--- src/rtl/lrsc_pkg.sv ---
package lrsc_pkg;

    localparam logic [4:0] FN_LOAD_RSV  = 5'b00010;
    localparam logic [4:0] FN_STORE_CND = 5'b00011;

    typedef enum logic [1:0] {
        K_BAD   = 2'd0,
        K_LOAD  = 2'd1,
        K_STORE = 2'd2
    } req_kind_e;

    typedef enum logic [1:0] {
        S_IDLE = 2'd0,
        S_EVAL = 2'd1,
        S_MEM  = 2'd2,
        S_FIN  = 2'd3
    } state_e;

    function automatic req_kind_e classify(input logic [4:0] fn, input logic [4:0] rs2);
        if (fn == FN_LOAD_RSV)
            return (rs2 == 5'd0) ? K_LOAD : K_BAD;
        else if (fn == FN_STORE_CND)
            return K_STORE;
        else
            return K_BAD;
    endfunction

endpackage

--- src/rtl/lrsc_decode.sv ---
module lrsc_decode
    import lrsc_pkg::*;
(
    input  logic [4:0] fn,
    input  logic [4:0] rs2,
    output req_kind_e  kind
);
    always_comb kind = classify(fn, rs2);
endmodule

--- src/rtl/lrsc_resv_table.sv ---
module lrsc_resv_table #(
    parameter int ENTRIES = 4,
    parameter int AW      = 32
) (
    input  logic          clk,
    input  logic          rst,
    input  logic [AW-1:0] addr,
    input  logic          insert,
    input  logic          consume,
    output logic          hit
);
    logic [ENTRIES-1:0] vld;
    logic [AW-1:0]      tag [ENTRIES];
    logic [ENTRIES-1:0] match;
    logic [ENTRIES-1:0] covered;

    assign hit = |match;

    for (genvar i = 0; i < ENTRIES; i++) begin : g_ent
        assign match[i] = vld[i] && (tag[i] == addr);
        if (i == 0) begin : g_c0
            assign covered[i] = match[i];
        end else begin : g_cn
            assign covered[i] = covered[i-1] | match[i];
        end

        always_ff @(posedge clk) begin
            if (rst) begin
                vld[i] <= 1'b0;
                tag[i] <= '0;
            end else if (insert && !hit) begin
                if (i == 0) begin
                    vld[i] <= 1'b1;
                    tag[i] <= addr;
                end else begin
                    vld[i] <= vld[(i == 0) ? 0 : i-1];
                    tag[i] <= tag[(i == 0) ? 0 : i-1];
                end
            end else if (consume && covered[i]) begin
                if (i == ENTRIES-1) begin
                    vld[i] <= 1'b0;
                end else begin
                    vld[i] <= vld[(i == ENTRIES-1) ? i : i+1];
                    tag[i] <= tag[(i == ENTRIES-1) ? i : i+1];
                end
            end
        end
    end
endmodule

--- src/rtl/lrsc_unit.sv ---
module lrsc_unit
    import lrsc_pkg::*;
#(
    parameter int AW      = 32,
    parameter int DW      = 32,
    parameter int ENTRIES = 4
) (
    input  logic          clk,
    input  logic          rst,
    input  logic          start,
    input  logic [4:0]    op_field,
    input  logic [4:0]    rs2_idx,
    input  logic [AW-1:0] req_addr,
    input  logic [DW-1:0] req_wdata,
    output logic          done,
    output logic [DW-1:0] result,
    output logic          illegal,
    output logic          mem_req,
    output logic          mem_we,
    output logic [AW-1:0] mem_addr,
    output logic [DW-1:0] mem_wdata,
    input  logic          mem_ack,
    input  logic [DW-1:0] mem_rdata
);
    localparam logic [DW-1:0] SC_FAIL_CODE = DW'(1);

    state_e        state;
    req_kind_e     kind_in, kind_q;
    logic [AW-1:0] addr_q;
    logic [DW-1:0] wdata_q;
    logic [DW-1:0] result_q;
    logic          illegal_q;
    logic          tbl_hit, tbl_insert, tbl_consume;

    lrsc_decode u_dec (
        .fn  (op_field),
        .rs2 (rs2_idx),
        .kind(kind_in)
    );

    assign tbl_consume = (state == S_EVAL) && (kind_q == K_STORE);
    assign tbl_insert  = (state == S_MEM) && mem_ack && (kind_q == K_LOAD);

    lrsc_resv_table #(.ENTRIES(ENTRIES), .AW(AW)) u_tbl (
        .clk    (clk),
        .rst    (rst),
        .addr   (addr_q),
        .insert (tbl_insert),
        .consume(tbl_consume),
        .hit    (tbl_hit)
    );

    always_ff @(posedge clk) begin
        if (rst) begin
            state     <= S_IDLE;
            kind_q    <= K_BAD;
            addr_q    <= '0;
            wdata_q   <= '0;
            result_q  <= '0;
            illegal_q <= 1'b0;
        end else begin
            unique case (state)
                S_IDLE: if (start) begin
                    kind_q    <= kind_in;
                    addr_q    <= req_addr;
                    wdata_q   <= req_wdata;
                    result_q  <= '0;
                    illegal_q <= 1'b0;
                    state     <= S_EVAL;
                end
                S_EVAL: begin
                    unique case (kind_q)
                        K_LOAD:  state <= S_MEM;
                        K_STORE: begin
                            if (tbl_hit) begin
                                state <= S_MEM;
                            end else begin
                                result_q <= SC_FAIL_CODE;
                                state    <= S_FIN;
                            end
                        end
                        default: begin
                            illegal_q <= 1'b1;
                            state     <= S_FIN;
                        end
                    endcase
                end
                S_MEM: if (mem_ack) begin
                    result_q <= (kind_q == K_LOAD) ? mem_rdata : '0;
                    state    <= S_FIN;
                end
                S_FIN: state <= S_IDLE;
                default: state <= S_IDLE;
            endcase
        end
    end

    assign done      = (state == S_FIN);
    assign result    = result_q;
    assign illegal   = illegal_q;
    assign mem_req   = (state == S_MEM);
    assign mem_we    = mem_req && (kind_q == K_STORE);
    assign mem_addr  = addr_q;
    assign mem_wdata = wdata_q;
endmodule

--- config.mk ---
export PLATFORM = sky130hd
export DESIGN_NAME = lrsc_unit
export DESIGN_NICKNAME = d
export VERILOG_FILES = /design/src/rtl/lrsc_pkg.sv /design/src/rtl/lrsc_decode.sv /design/src/rtl/lrsc_resv_table.sv /design/src/rtl/lrsc_unit.sv
export SDC_FILE = /design/constraint.sdc
export NUM_CORES = 1
export LEC_CHECK = 0
export ABC_AREA = 1
export BUFFER_PORTS_ARGS = -buffer_cell sky130_fd_sc_hd__buf_4
export CORE_MARGIN = 3
export CORE_UTILIZATION = 43
export DETAILED_ROUTE_END_ITERATION = 8
export GPL_ROUTABILITY_DRIVEN = 0
export SYNTH_ARGS = -nofsm -noshare
export SYNTH_HDL_FRONTEND = slang
export SYNTH_SLANG_ARGS = --single-unit
--- constraint.sdc ---
create_clock -name clk -period 10.71 [get_ports clk]
set_clock_uncertainty 0.1 [all_clocks]
set_input_delay 3.213 -clock clk [delete_from_list [all_inputs] [get_ports clk]]
set_output_delay 3.213 -clock clk [all_outputs]
set_load 0.1 [all_outputs]
Word level (Yosys, flattened, before mapping)
Memory sizes are Yosys's and may differ from the RTL's.
Cells that the tools add are included.
{"block": "word_totals", "reg_bits": 105, "ram_bits": 128, "out_inout_bits": 100, "elab_cells": 114, "n_memories": 1}
{"name": "u_tbl.tag", "words": 4, "word_bits": 32, "read_ports": 4, "rd_ports_with_merged_regs": 0, "write_ports": 4, "line": "lrsc_resv_table.sv:13", "text": "logic [AW-1:0] tag [ENTRIES];"}
{"block": "classes", "n_eq_ne": 16, "mux": 49, "bitwise_logic": 10, "reduce_logical": 28}
{"cell": "2-to-1 mux 32 bit", "n": 12}
{"cell": "equality test 32 bit", "n": 4}
{"cell": "one-hot mux 32 bit (3 select lines)", "n": 1}
{"cell": "2-to-1 mux 1 bit", "n": 29}
{"cell": "logical AND 1 bit", "n": 13}
{"cell": "equality test 5 x 2 -> 1 bit (second input constant)", "n": 2}
{"cell": "bitwise OR 1 bit", "n": 10}
{"cell": "nonzero test 2 bit", "n": 5}
{"cell": "2-to-1 mux 2 bit", "n": 4}
{"cell": "one-hot mux 2 bit (4 select lines)", "n": 1}
{"cell": "equality test 2 bit (second input constant)", "n": 3}
{"cell": "!= test 2 bit (second input constant)", "n": 3}
{"cell": "logical NOT 5 bit", "n": 1}
{"cell": "AND reduction 5 bit", "n": 1}
{"cell": "equality test 2 x 1 -> 1 bit (second input constant)", "n": 2}
{"cell": "!= test 2 x 1 -> 1 bit (second input constant)", "n": 2}
{"cell": "one-hot mux 1 bit (2 select lines)", "n": 2}
{"cell": "AND reduction 2 bit", "n": 2}
{"cell": "OR reduction 4 bit", "n": 1}
{"cell": "AND reduction 3 bit", "n": 1}
{"cell": "nonzero test 3 bit", "n": 1}
{"cell": "logical NOT 2 bit", "n": 1}
{"cell": "OR reduction 2 bit", "n": 1}
{"cell": "logical NOT 1 bit", "n": 1}

Depth between registers and ports, before layout
An unclocked memory read counts as a cell.
{"block": "logic_depth", "depth_word": 11, "ltp_mapped": 19}

By module
A second synthesis with hierarchy kept.
{"block": "hier_totals", "hier_cells": 1783, "hier_area_um2": 13295.3}
{"mod": "lrsc_resv_table", "n_inst": 1, "cells_per_inst": 1213, "area_per_inst_um2": 9095.0, "seq_area_each_um2": 3923.8}
{"mod": "lrsc_unit", "n_inst": 1, "cells_per_inst": 553, "area_per_inst_um2": 4134.0, "seq_area_each_um2": 2021.9}
{"mod": "lrsc_decode", "n_inst": 1, "cells_per_inst": 17, "area_per_inst_um2": 66.3, "seq_area_each_um2": 0.0}

Worst setup path before layout
No wires, ideal clock.
{"block": "synth_path", "path_kind": "in2reg", "startpoint": "input mem_ack", "endpoint": "memory u_tbl.tag[0][0], enable pin", "arrival_time_ns": 5.271, "required_ns": 10.220, "path_slack_ns": 4.949, "stages": 6, "n_path_buf": 1, "path_cell_list": "inv_1 -> nor2_1 -> nand3_4 -> buf_6 -> nand2_1 -> or2_1"}
{"element": "start, declared", "line": "lrsc_unit.sv:22", "text": "input logic mem_ack,"}
{"element": "end, declared", "line": "lrsc_resv_table.sv:13"}

==> results.sh <==
export IMPL_post_cts_buffers=0
export IMPL_slew_headroom=0.223
export IMPL_path_common_cell="buf_4"
export IMPL_clock_root_buffer="clkbuf_16"
export IMPL_cts_tree="yes"
export IMPL_dr_pass1_iters=6
export IMPL_crit_chain="buf_4 -> inv_1 -> nor2_1 -> nand3_4 -> inv_2 -> nand2_2 -> buf_4 -> o22ai_1"
export IMPL_combPwrFrac=0.480
export IMPL_drive_gt1_frac=0.157
export IMPL_p_sw_frac=0.502
export IMPL_portBuffers=209
export IMPL_worst_setup_path_start_kind="input pin"
export IMPL_critPathTopFamily="buffers and inverters"
export IMPL_peakVddDrop_v=0.000172
export IMPL_fmax_mhz=188
export IMPL_synth_seq_area_share=0.484
export IMPL_syn_avg_cell_area_sq_um=7.47
export IMPL_synth_nets=1760
export IMPL_hold_buffers=0
export IMPL_hp_class="register to register"
export IMPL_yosys_area_top_type="edfxtp_1"
export IMPL_synth_edf_count=128
export IMPL_slowest_stage="nand3_4"
export IMPL_clk_path_buf_depth=3
export IMPL_rsz0062_at_grt="no"
export IMPL_row_count=61
export IMPL_grt_antenna_before_repair=0
export IMPL_setup_tns_ns=0
export IMPL_p_seq_frac=0.304
export IMPL_totalWireLength_mm=42.4
export IMPL_grt_pass1_vias=11400
export IMPL_viasPerCell=5.36
export IMPL_cts_resized=0
export IMPL_crit_type="input pin to register"
export IMPL_yosysUniqueCellTypes=34
export IMPL_ys_async_sr_fraction=0
export IMPL_drc_errors=0
export IMPL_htree_levels=1
export IMPL_yosysTopAreaCellShare=0.313
export IMPL_drv_slew=0
export IMPL_start_util=0.439
export IMPL_areaGrowthSynthToFinish_pct=21.4
export IMPL_status="complete, no violations"
export IMPL_p_switching_mw=2.06
export IMPL_crit_arrival_ns=5.60
export IMPL_dp_hpwl_mm=30.5
export IMPL_layout_common_cells="nand2_1 (399), nor2_1 (321), buf_4 (218), inv_1 (175), edfxtp_1 (128)"
export IMPL_cts_buffers=27
export IMPL_critPathMaxStageDelay_ns=0.51
export IMPL_ios=210
export IMPL_dieArea_sq_um=30600
export IMPL_crit_buf_inv=4
export IMPL_crit_required_ns=11.00
export IMPL_grt_max_degree=96
export IMPL_hold_viol_final=0
export IMPL_powerDensity_nw_per_um2=276
export IMPL_grt_pass1_wl_mm=64.7
export IMPL_num_vias=11900
export IMPL_hold_slack_ns=0.378
export IMPL_grt_usage=0.269
export IMPL_post_synth_inst_count=1643
export IMPL_crit_fanout=72
export IMPL_core_sq_um=27900
export IMPL_wl_per_cell_um=19.1
export IMPL_p_leak_nw=6.80
export IMPL_synth_seq_cells=233
export IMPL_overflow=0
export IMPL_final_util=0.533
export IMPL_synth_ff_type="edfxtp_1"
export IMPL_yosysWarningCount=0
export IMPL_mostFrequentLayoutCell="nand2_1"
export IMPL_detail_route_antenna_nets=0
export IMPL_tightest_slew_ns=1.16
export IMPL_diodes=0
export IMPL_cp_end_kind="register"
export IMPL_p_int_mw=2.05
export IMPL_synthTopCellsByArea="edfxtp_1 (31%), dfxtp_1 (17%), nand2_1 (12%)"
export IMPL_min_period_ns=5.31
export IMPL_die_w_um=175
export IMPL_nets=1933
export IMPL_dieHeight_um=175
export IMPL_synth_cell_area_sq_um=12300
export IMPL_clock_sinks=233
export IMPL_clock_latency_ns=0.55
export IMPL_cap_violations=0
export IMPL_clk_pin_slew_ns=0.06
export IMPL_clkPwrFrac=0.216
export IMPL_drt_iter0_drc=1232
export IMPL_fin_crit_sh=0.496
export IMPL_setup_viol=0
[metal layers]
metal / routed length (um) / up-vias / GRT usage / share of wire
met3: 4340 / 90 / 0.0589 / 0.10
met4: 1770 / 0 / 0.100 / 0.042
met5: 0 / - / 0 / 0
met2: 18900 / 654 / 0.427 / 0.45
li1: - / 5684 / - / -
met1: 17400 / 5437 / 0.361 / 0.41
[worst paths after layout]
check,from,to,slack [ns],depth (start not counted)
max,mem_ack,u_tbl.tag[0][11],5.40,8
max reg2reg,mem_addr[24],u_tbl.tag[1][2],6.45,14
min,result[5],result[5],0.38,2
min reg2reg,result[5],result[5],0.38,2
[through the flow]
| stage | power [mW] | cells | setup slack (ns) | area [sq um] |
|---|---|---|---|---|
| detailed placement | 3.23 | 2165 | 4.91 | 14000 |
| floorplan | 2.74 | 1643 | 4.95 | 12300 |
| global placement | 3.22 | 2165 | 4.95 | 14000 |
| finish | 4.11 | 2214 | 5.40 | 14900 |
| global route | 4.30 | 2214 | 5.23 | 14900 |
| CTS | 4.12 | 2214 | 5.48 | 14900 |
[cell usage after synthesis, types with 2 or more instances]
cell / count
buf_1: 2
nor3b_1: 2
nand4_1: 20
and2_1: 3
dfxtp_1: 105
clkbuf_1: 35
nand2_2: 3
nor2_1: 322
inv_1: 175
nand2_1: 400
xnor2_1: 27
xor2_1: 9
nand3_1: 72
o211ai_1: 34
o21ai_0: 98
ha_1: 7
nand3_2: 2
buf_6: 5
a21boi_0: 2
nor2_2: 3
o21ai_1: 8
inv_2: 17
edfxtp_1: 128
o22ai_1: 54
nor3_1: 7
buf_2: 29
buf_4: 3
a21oi_1: 65
[worst min-delay path, stage by stage, from the launching register on]
cell and delay (ns):
dfxtp_1 0.32, a21oi_1 0.04, nor2_1 0.08
[power groups by stage]
stage,logic [mW],registers [mW],clock network (mW)
2_1_floorplan,0.673,2.07,0
3_3_place_gp,1.96,1.26,0
3_5_place_dp,1.97,1.26,0
4_1_cts,1.97,1.25,0.898
5_1_grt,2.10,1.27,0.933
6_report,1.97,1.25,0.887
[kinds of logic after synthesis]
group,after synthesis,synth area share
flops,233,0.484
buf+inv,266,0.0883
xor+xnor,36,0.0257
simple gates,838,0.274
fa+ha+maj,7,0.00714
compound gates,263,0.121
[cell type report]
cell class,instances,area (sq um)
fillers,2758,13000
repair buffers,218,1640
well taps,378,473
clock inverters,8,55.1
clock buffers,41,792
flip-flops and latches,233,5950
multi-input cells,1144,5270
inverters,192,723
[flip-flops by register name (all words and copies together), names as in the netlist]
name       cells
kind_q         2
state          2
mem_wdata     32
illegal        1
u_tbl.vld      4
u_tbl.tag    128
mem_addr      32
result        32
(Power assumes the default switching activity.)
